$ cat src/rtl/lc_seq_pkg.sv
package lc_seq_pkg;
  typedef enum logic [3:0] {
    ST_RAW   = 4'd0,
    ST_TU0   = 4'd1,
    ST_TL0   = 4'd2,
    ST_TU1   = 4'd3,
    ST_DEV   = 4'd4,
    ST_PROD  = 4'd5,
    ST_RMA   = 4'd6,
    ST_SCRAP = 4'd7,
    ST_POST  = 4'd8
  } lc_st_e;

  typedef enum logic [1:0] {
    TK_NONE   = 2'd0,
    TK_UNLOCK = 2'd1,
    TK_EXIT   = 2'd2,
    TK_RMA    = 2'd3
  } tok_cls_e;

  localparam int unsigned TOKW = 128;
endpackage

$ cat src/rtl/lc_succ_chk.sv
module lc_succ_chk
  import lc_seq_pkg::*;
(
  input  logic [3:0] cur,
  input  logic [3:0] tgt,
  output logic       legal,
  output tok_cls_e   cls
);
  logic is_test;
  always_comb begin
    is_test = (cur == ST_TU0) || (cur == ST_TL0) || (cur == ST_TU1);
    legal   = 1'b0;
    cls     = TK_NONE;
    case (tgt)
      ST_TU0: begin
        legal = (cur == ST_RAW);
        cls   = TK_UNLOCK;
      end
      ST_TL0: legal = (cur == ST_TU0) || (cur == ST_TU1);
      ST_TU1: begin
        legal = (cur == ST_TL0);
        cls   = TK_UNLOCK;
      end
      ST_DEV, ST_PROD: begin
        legal = is_test;
        cls   = TK_EXIT;
      end
      ST_RMA: begin
        legal = (cur == ST_TU0) || (cur == ST_TU1) || (cur == ST_DEV) || (cur == ST_PROD);
        cls   = TK_RMA;
      end
      ST_SCRAP: legal = (cur != ST_SCRAP) && (cur != ST_POST);
      default: legal = 1'b0;
    endcase
  end
endmodule

$ cat src/rtl/lc_token_chk.sv
module lc_token_chk
  import lc_seq_pkg::*;
#(
  parameter logic [TOKW-1:0] UNLOCK_TOK = 128'h0,
  parameter logic [TOKW-1:0] EXIT_TOK   = 128'h0,
  parameter logic [TOKW-1:0] RMA_TOK    = 128'h0
) (
  input  tok_cls_e         cls,
  input  logic [TOKW-1:0]  token,
  output logic             match
);
  logic [TOKW-1:0] expect_tok;
  always_comb begin
    case (cls)
      TK_UNLOCK: expect_tok = UNLOCK_TOK;
      TK_EXIT:   expect_tok = EXIT_TOK;
      TK_RMA:    expect_tok = RMA_TOK;
      default:   expect_tok = '0;
    endcase
    match = (token == expect_tok);
  end
endmodule

$ cat src/rtl/lc_xition_seq.sv
module lc_xition_seq
  import lc_seq_pkg::*;
#(
  parameter int unsigned     CW         = 5,
  parameter int unsigned     CNT_MAX    = 24,
  parameter bit              VOL_EN     = 1'b1,
  parameter logic [127:0]    UNLOCK_TOK = 128'h3c5a_0f1e_d2c3_b4a5_9687_7869_5a4b_3c2d,
  parameter logic [127:0]    EXIT_TOK   = 128'h8e7d_6c5b_4a39_2817_0f1e_2d3c_4b5a_6978,
  parameter logic [127:0]    RMA_TOK    = 128'h1122_3344_5566_7788_99aa_bbcc_ddee_ff01
) (
  input  logic          clk,
  input  logic          rst,
  input  logic [3:0]    boot_state,
  input  logic [CW-1:0] boot_cnt,
  input  logic          ctl_we,
  input  logic          ctl_ext_clk,
  input  logic          ctl_vol_unlock,
  input  logic          start,
  input  logic [3:0]    target,
  input  logic [127:0]  token,
  output logic          ready,
  output logic          done_ok,
  output logic          err_xition,
  output logic          err_token,
  output logic          err_count,
  output logic [3:0]    cur_state,
  output logic [CW-1:0] xition_cnt,
  output logic [3:0]    prog_state,
  output logic          ext_clk_sel,
  output logic          vol_unlock_rb
);
  localparam logic [CW-1:0] CNT_LIM = CW'(CNT_MAX);

  logic     legal, tok_ok, ext_q, vol_q, ext_ok, go;
  tok_cls_e cls;

  lc_succ_chk u_succ (
    .cur   (cur_state),
    .tgt   (target),
    .legal (legal),
    .cls   (cls)
  );

  lc_token_chk #(
    .UNLOCK_TOK (UNLOCK_TOK),
    .EXIT_TOK   (EXIT_TOK),
    .RMA_TOK    (RMA_TOK)
  ) u_tok (
    .cls   (cls),
    .token (token),
    .match (tok_ok)
  );

  assign go = start && ready;
  assign ext_ok = (cur_state == ST_RAW) || (cur_state == ST_TU0) || (cur_state == ST_TL0) ||
                  (cur_state == ST_TU1) || (cur_state == ST_RMA);

  // control bits; volatile bit only holds a 1 when the feature is built in
  always_ff @(posedge clk) begin
    if (rst) begin
      ext_q       <= 1'b0;
      vol_q       <= 1'b0;
      ext_clk_sel <= 1'b0;
    end else begin
      if (ctl_we) begin
        ext_q <= ctl_ext_clk;
        vol_q <= VOL_EN ? ctl_vol_unlock : 1'b0;
      end
      ext_clk_sel <= ext_q && ext_ok;
    end
  end
  assign vol_unlock_rb = vol_q;

  always_ff @(posedge clk) begin
    if (rst) begin
      cur_state  <= boot_state;
      prog_state <= boot_state;
      xition_cnt <= boot_cnt;
      ready      <= 1'b1;
      done_ok    <= 1'b0;
      err_xition <= 1'b0;
      err_token  <= 1'b0;
      err_count  <= 1'b0;
    end else if (go) begin
      done_ok    <= 1'b0;
      err_xition <= 1'b0;
      err_token  <= 1'b0;
      err_count  <= 1'b0;
      if (VOL_EN && vol_q) begin
        // volatile path: no count, no lock, nothing to store
        if (cur_state != ST_RAW || target != ST_TU0) begin
          err_xition <= 1'b1;
        end else if (!tok_ok) begin
          err_token <= 1'b1;
        end else begin
          done_ok   <= 1'b1;
          cur_state <= ST_TU0;
        end
      end else if (xition_cnt >= CNT_LIM) begin
        err_count <= 1'b1;
      end else begin
        xition_cnt <= xition_cnt + 1'b1;
        cur_state  <= ST_POST;
        ready      <= 1'b0;
        if (!legal) begin
          err_xition <= 1'b1;
        end else if (!tok_ok) begin
          err_token <= 1'b1;
        end else begin
          done_ok    <= 1'b1;
          prog_state <= target;
        end
      end
    end
  end
endmodule

$ cat config.mk
export PLATFORM = sky130hd
export DESIGN_NAME = lc_xition_seq
export DESIGN_NICKNAME = d
export VERILOG_FILES = /design/src/rtl/lc_seq_pkg.sv /design/src/rtl/lc_succ_chk.sv /design/src/rtl/lc_token_chk.sv /design/src/rtl/lc_xition_seq.sv
export SDC_FILE = /design/constraint.sdc
export NUM_CORES = 1
export LEC_CHECK = 0
export CORE_ASPECT_RATIO = 1.25
export CORE_MARGIN = 5
export CORE_UTILIZATION = 45
export CTS_CLUSTER_SIZE = 16
export DETAILED_ROUTE_END_ITERATION = 8
export DONT_BUFFER_PORTS = 1
export PLACE_DENSITY = 0.59
export SYNTH_ARGS = -nofsm -noshare
export SYNTH_HDL_FRONTEND = slang
export SYNTH_SLANG_ARGS = --single-unit
$ cat constraint.sdc
create_clock -name clk -period 6.9 [get_ports clk]
set_clock_uncertainty 0.2 [all_clocks]
set_input_delay 1.725 -clock clk [delete_from_list [all_inputs] [get_ports clk]]
set_output_delay 1.725 -clock clk [all_outputs]
set_load 0.01 [all_outputs]
==> results.yml <==
worst_setup_path:
  worstPathRequired_ps: 6630
  endpoint_kind: "flop"
  path_max_fanout: 15
  critPathArrivalTime_ps: 4610
  critPathLaunchType: "primary input"
  crit_path_cell_trace: "nand3b_1, a21oi_2, inv_1, ha_1, or3_1, o21bai_1, o2111ai_1, nor4_1, nand4_1, o31ai_2"
  ff2ff_path_depth: 4
  critPathSlowestCell: "ha_1"
  crit_type: "primary input to flop"
  max_stage_delay_ps: 470
global_route:
  grt_pass1_wl_um: 13600
  grt-ovfl-total: 0
  antenna_found_initial: 0
  grt_pass1_vias: 2710
  grt_max_degree: 27
  grt_use_total: 0.231
floorplan:
  core_area_um2: 5480
  die_x_um: 77.4
  dieArea_um2: 7300
  row_count: 30
  pin_count: 167
  initial_utilization: 0.467
  die_h_um: 94.3
detailed_routing:
  via_count: 2765
  dr.pass1.iters: 4
  wl_per_cell_um: 22.3
  drc_errors: 0
  drt_iter0_drc: 136
  routed_wl_um: 8930
  ant_nets: 0
  routed_via_density: 6.90
job:
  drv_cap: 0
timing:
  period_needed_ps: 4890
  relSlewSlack: 0.567
  tightest_slew_ps: 649
  rsz0062_at_grt: "false"
  hold_violations: 0
  period_share: 0.708
  tns_ps: 0
  slew_viol_final: 0
  final-setup-viol-count: 0
  fmax_ghz: 0.205
synth:
  yosysSeqAreaShare: 0.215
  yosysWarnings: 0
  synthCells: 342
  synth_compound_area_frac: 0.228
  synth_top_family_by_area: "simple AND/OR/NAND/NOR gates"
  synth.cell_area_um2: 2560
  ys.flop_type: "edfxtp_1"
  synth_fa_ha_area_frac: 0.0294
  yosysUniqueCellTypes: 67
  ys_ff_latch: 21
  synthesis.nets: 495
  async_flop_share: 0
  synth_edf_count: 13
  yosys.area_share.xor_xnor: 0.0308
  synthMuxAreaShare: 0.0161
  synth.avg_cell_area_um2: 7.48
  yosys.area_share.simple: 0.448
layout:
  top_regs: "xition_cnt x5, cur_state x4, prog_state x4"
  n_antenna_cell: 0
  max_flop_register: "xition_cnt"
  drive_gt1_frac: 0.0653
  final_common_cell: "nand2_1"
  fin_nets: 491
  fillerInstances: 565
  mostFrequentLayoutCells: "nand2_1 (38), o21ai_0 (24), nand4_1 (24), nor2_1 (24), nor3_1 (18)"
  largest_register_ffs: 5
  final_cells: 401
  areaGrowthSynthToFinish_pct: 3.23
min_path:
  hold_depth: 1
  hold_path_class: "flop to flop"
pwr:
  ir_drop_uv: 46.6
  power_leakage_nw: 0.843
  power_density_nw_per_um2: 124
clock_network:
  htreeDepth: 1
  cts_buffers: 3
  clockRootBuffer: "clkbuf_8"
  clock-sinks: 21
  insertion_delay_ps: 260
  path_clk_slew_ps: 80
  postCtsSetupBuffers: 0
  clockBufferDepth: 2
  cts_hold_buf: 0
  postCtsResizedCells: 0
  cts_tree: "yes"
placement:
  gp_congestion: 0.880
  dp_cells: 397
  hpwl_um: 7630
  portBuffers: 0
run_status:
  status: "finished, final reports clean"
[metrics by stage]
step / worst slack, ps / utilization / power [W] / hold WS (ps) / instance area (µm²)
after floorplan: 2340 / - / 0.000234 / 252 / 2560
after global placement: 1860 / 0.473 / 0.000249 / 278 / 2590
after detailed placement: 1800 / 0.473 / 0.000250 / 272 / 2590
after CTS: 2070 / 0.482 / 0.000330 / 286 / 2640
after global routing: 1800 / 0.482 / 0.000346 / 310 / 2640
final: 2010 / 0.482 / 0.000328 / 278 / 2640
[cell families (layout without fill, tap and decap cells)]
family                     Yosys count  after routing
muxes                                4              4
DFF                                 21             21
xor gates and xnor gates             9              9
and+or+nand+nor                    199            199
AOI/OAI and AO/OA                   84             84
buffers and inverters               19             14
adders and majority gates            6              6
[area by class of cell]
type                    instances  area, µm²  area share
flip-flops and latches         21        551       0.209
clock inverters                 1       5.00     0.00190
well taps                      64       80.1      0.0303
clock buffers                   3       41.3      0.0156
inverters                      10       37.5      0.0142
multi-input cells             302       1930       0.729
[path summary, 6_finish.rpt]
kind	startpoint	end	slack (ps)
max reg2reg	cur_state[1]$_SDFFCE_PN0P_	cur_state[2]$_SDFFCE_PN0P_	4460
min	ext_q$_SDFFE_PP0P_	ext_clk_sel$_SDFF_PP0_	280
min reg2reg	ext_q$_SDFFE_PP0P_	ext_clk_sel$_SDFF_PP0_	280
max	target[0]	prog_state[1]$_DFFE_PP_	2010
[where the power goes]
group          total (W)  leakage, nW  internal [W]  switching [W]
clock          0.0000804       0.0255     0.0000402      0.0000401
sequential      0.000169        0.196      0.000148      0.0000205
combinational  0.0000786        0.621     0.0000365      0.0000421
total           0.000328        0.843      0.000225       0.000103
[synth_stat cells (6+ instances only)]
library cell / number / share of area
clkbuf_1: 6 / 0.0088
nand4_1: 24 / 0.059
a31oi_1: 6 / 0.015
o21ai_0: 24 / 0.047
nand2_1: 38 / 0.056
ha_1: 6 / 0.029
nor4_1: 15 / 0.037
xor2_1: 6 / 0.021
inv_1: 10 / 0.015
nor2_1: 24 / 0.035
and3_1: 8 / 0.020
nor3_1: 18 / 0.035
nand3_1: 17 / 0.033
or3_1: 6 / 0.015
edfxtp_1: 13 / 0.15
dfxtp_1: 8 / 0.063
a21oi_1: 7 / 0.014
o22ai_1: 6 / 0.015
or4_1: 12 / 0.035
[metal layers]
metal / vias up / track usage / share of wire
li1: 1348 / - / -
met1: 1239 / 0.231 / 0.34
met2: 152 / 0.434 / 0.53
met3: 26 / 0.0729 / 0.099
met4: 0 / 0.0946 / 0.033
met5: - / 0 / 0
[critical path, delay by kind of cell]
kind	cells	cell delay (ps)
simple gates	4	1210
compound gates	4	1100
fa+ha+maj	1	470
buf+inv	1	120
Note: power is estimated with default switching activity, not from simulation.
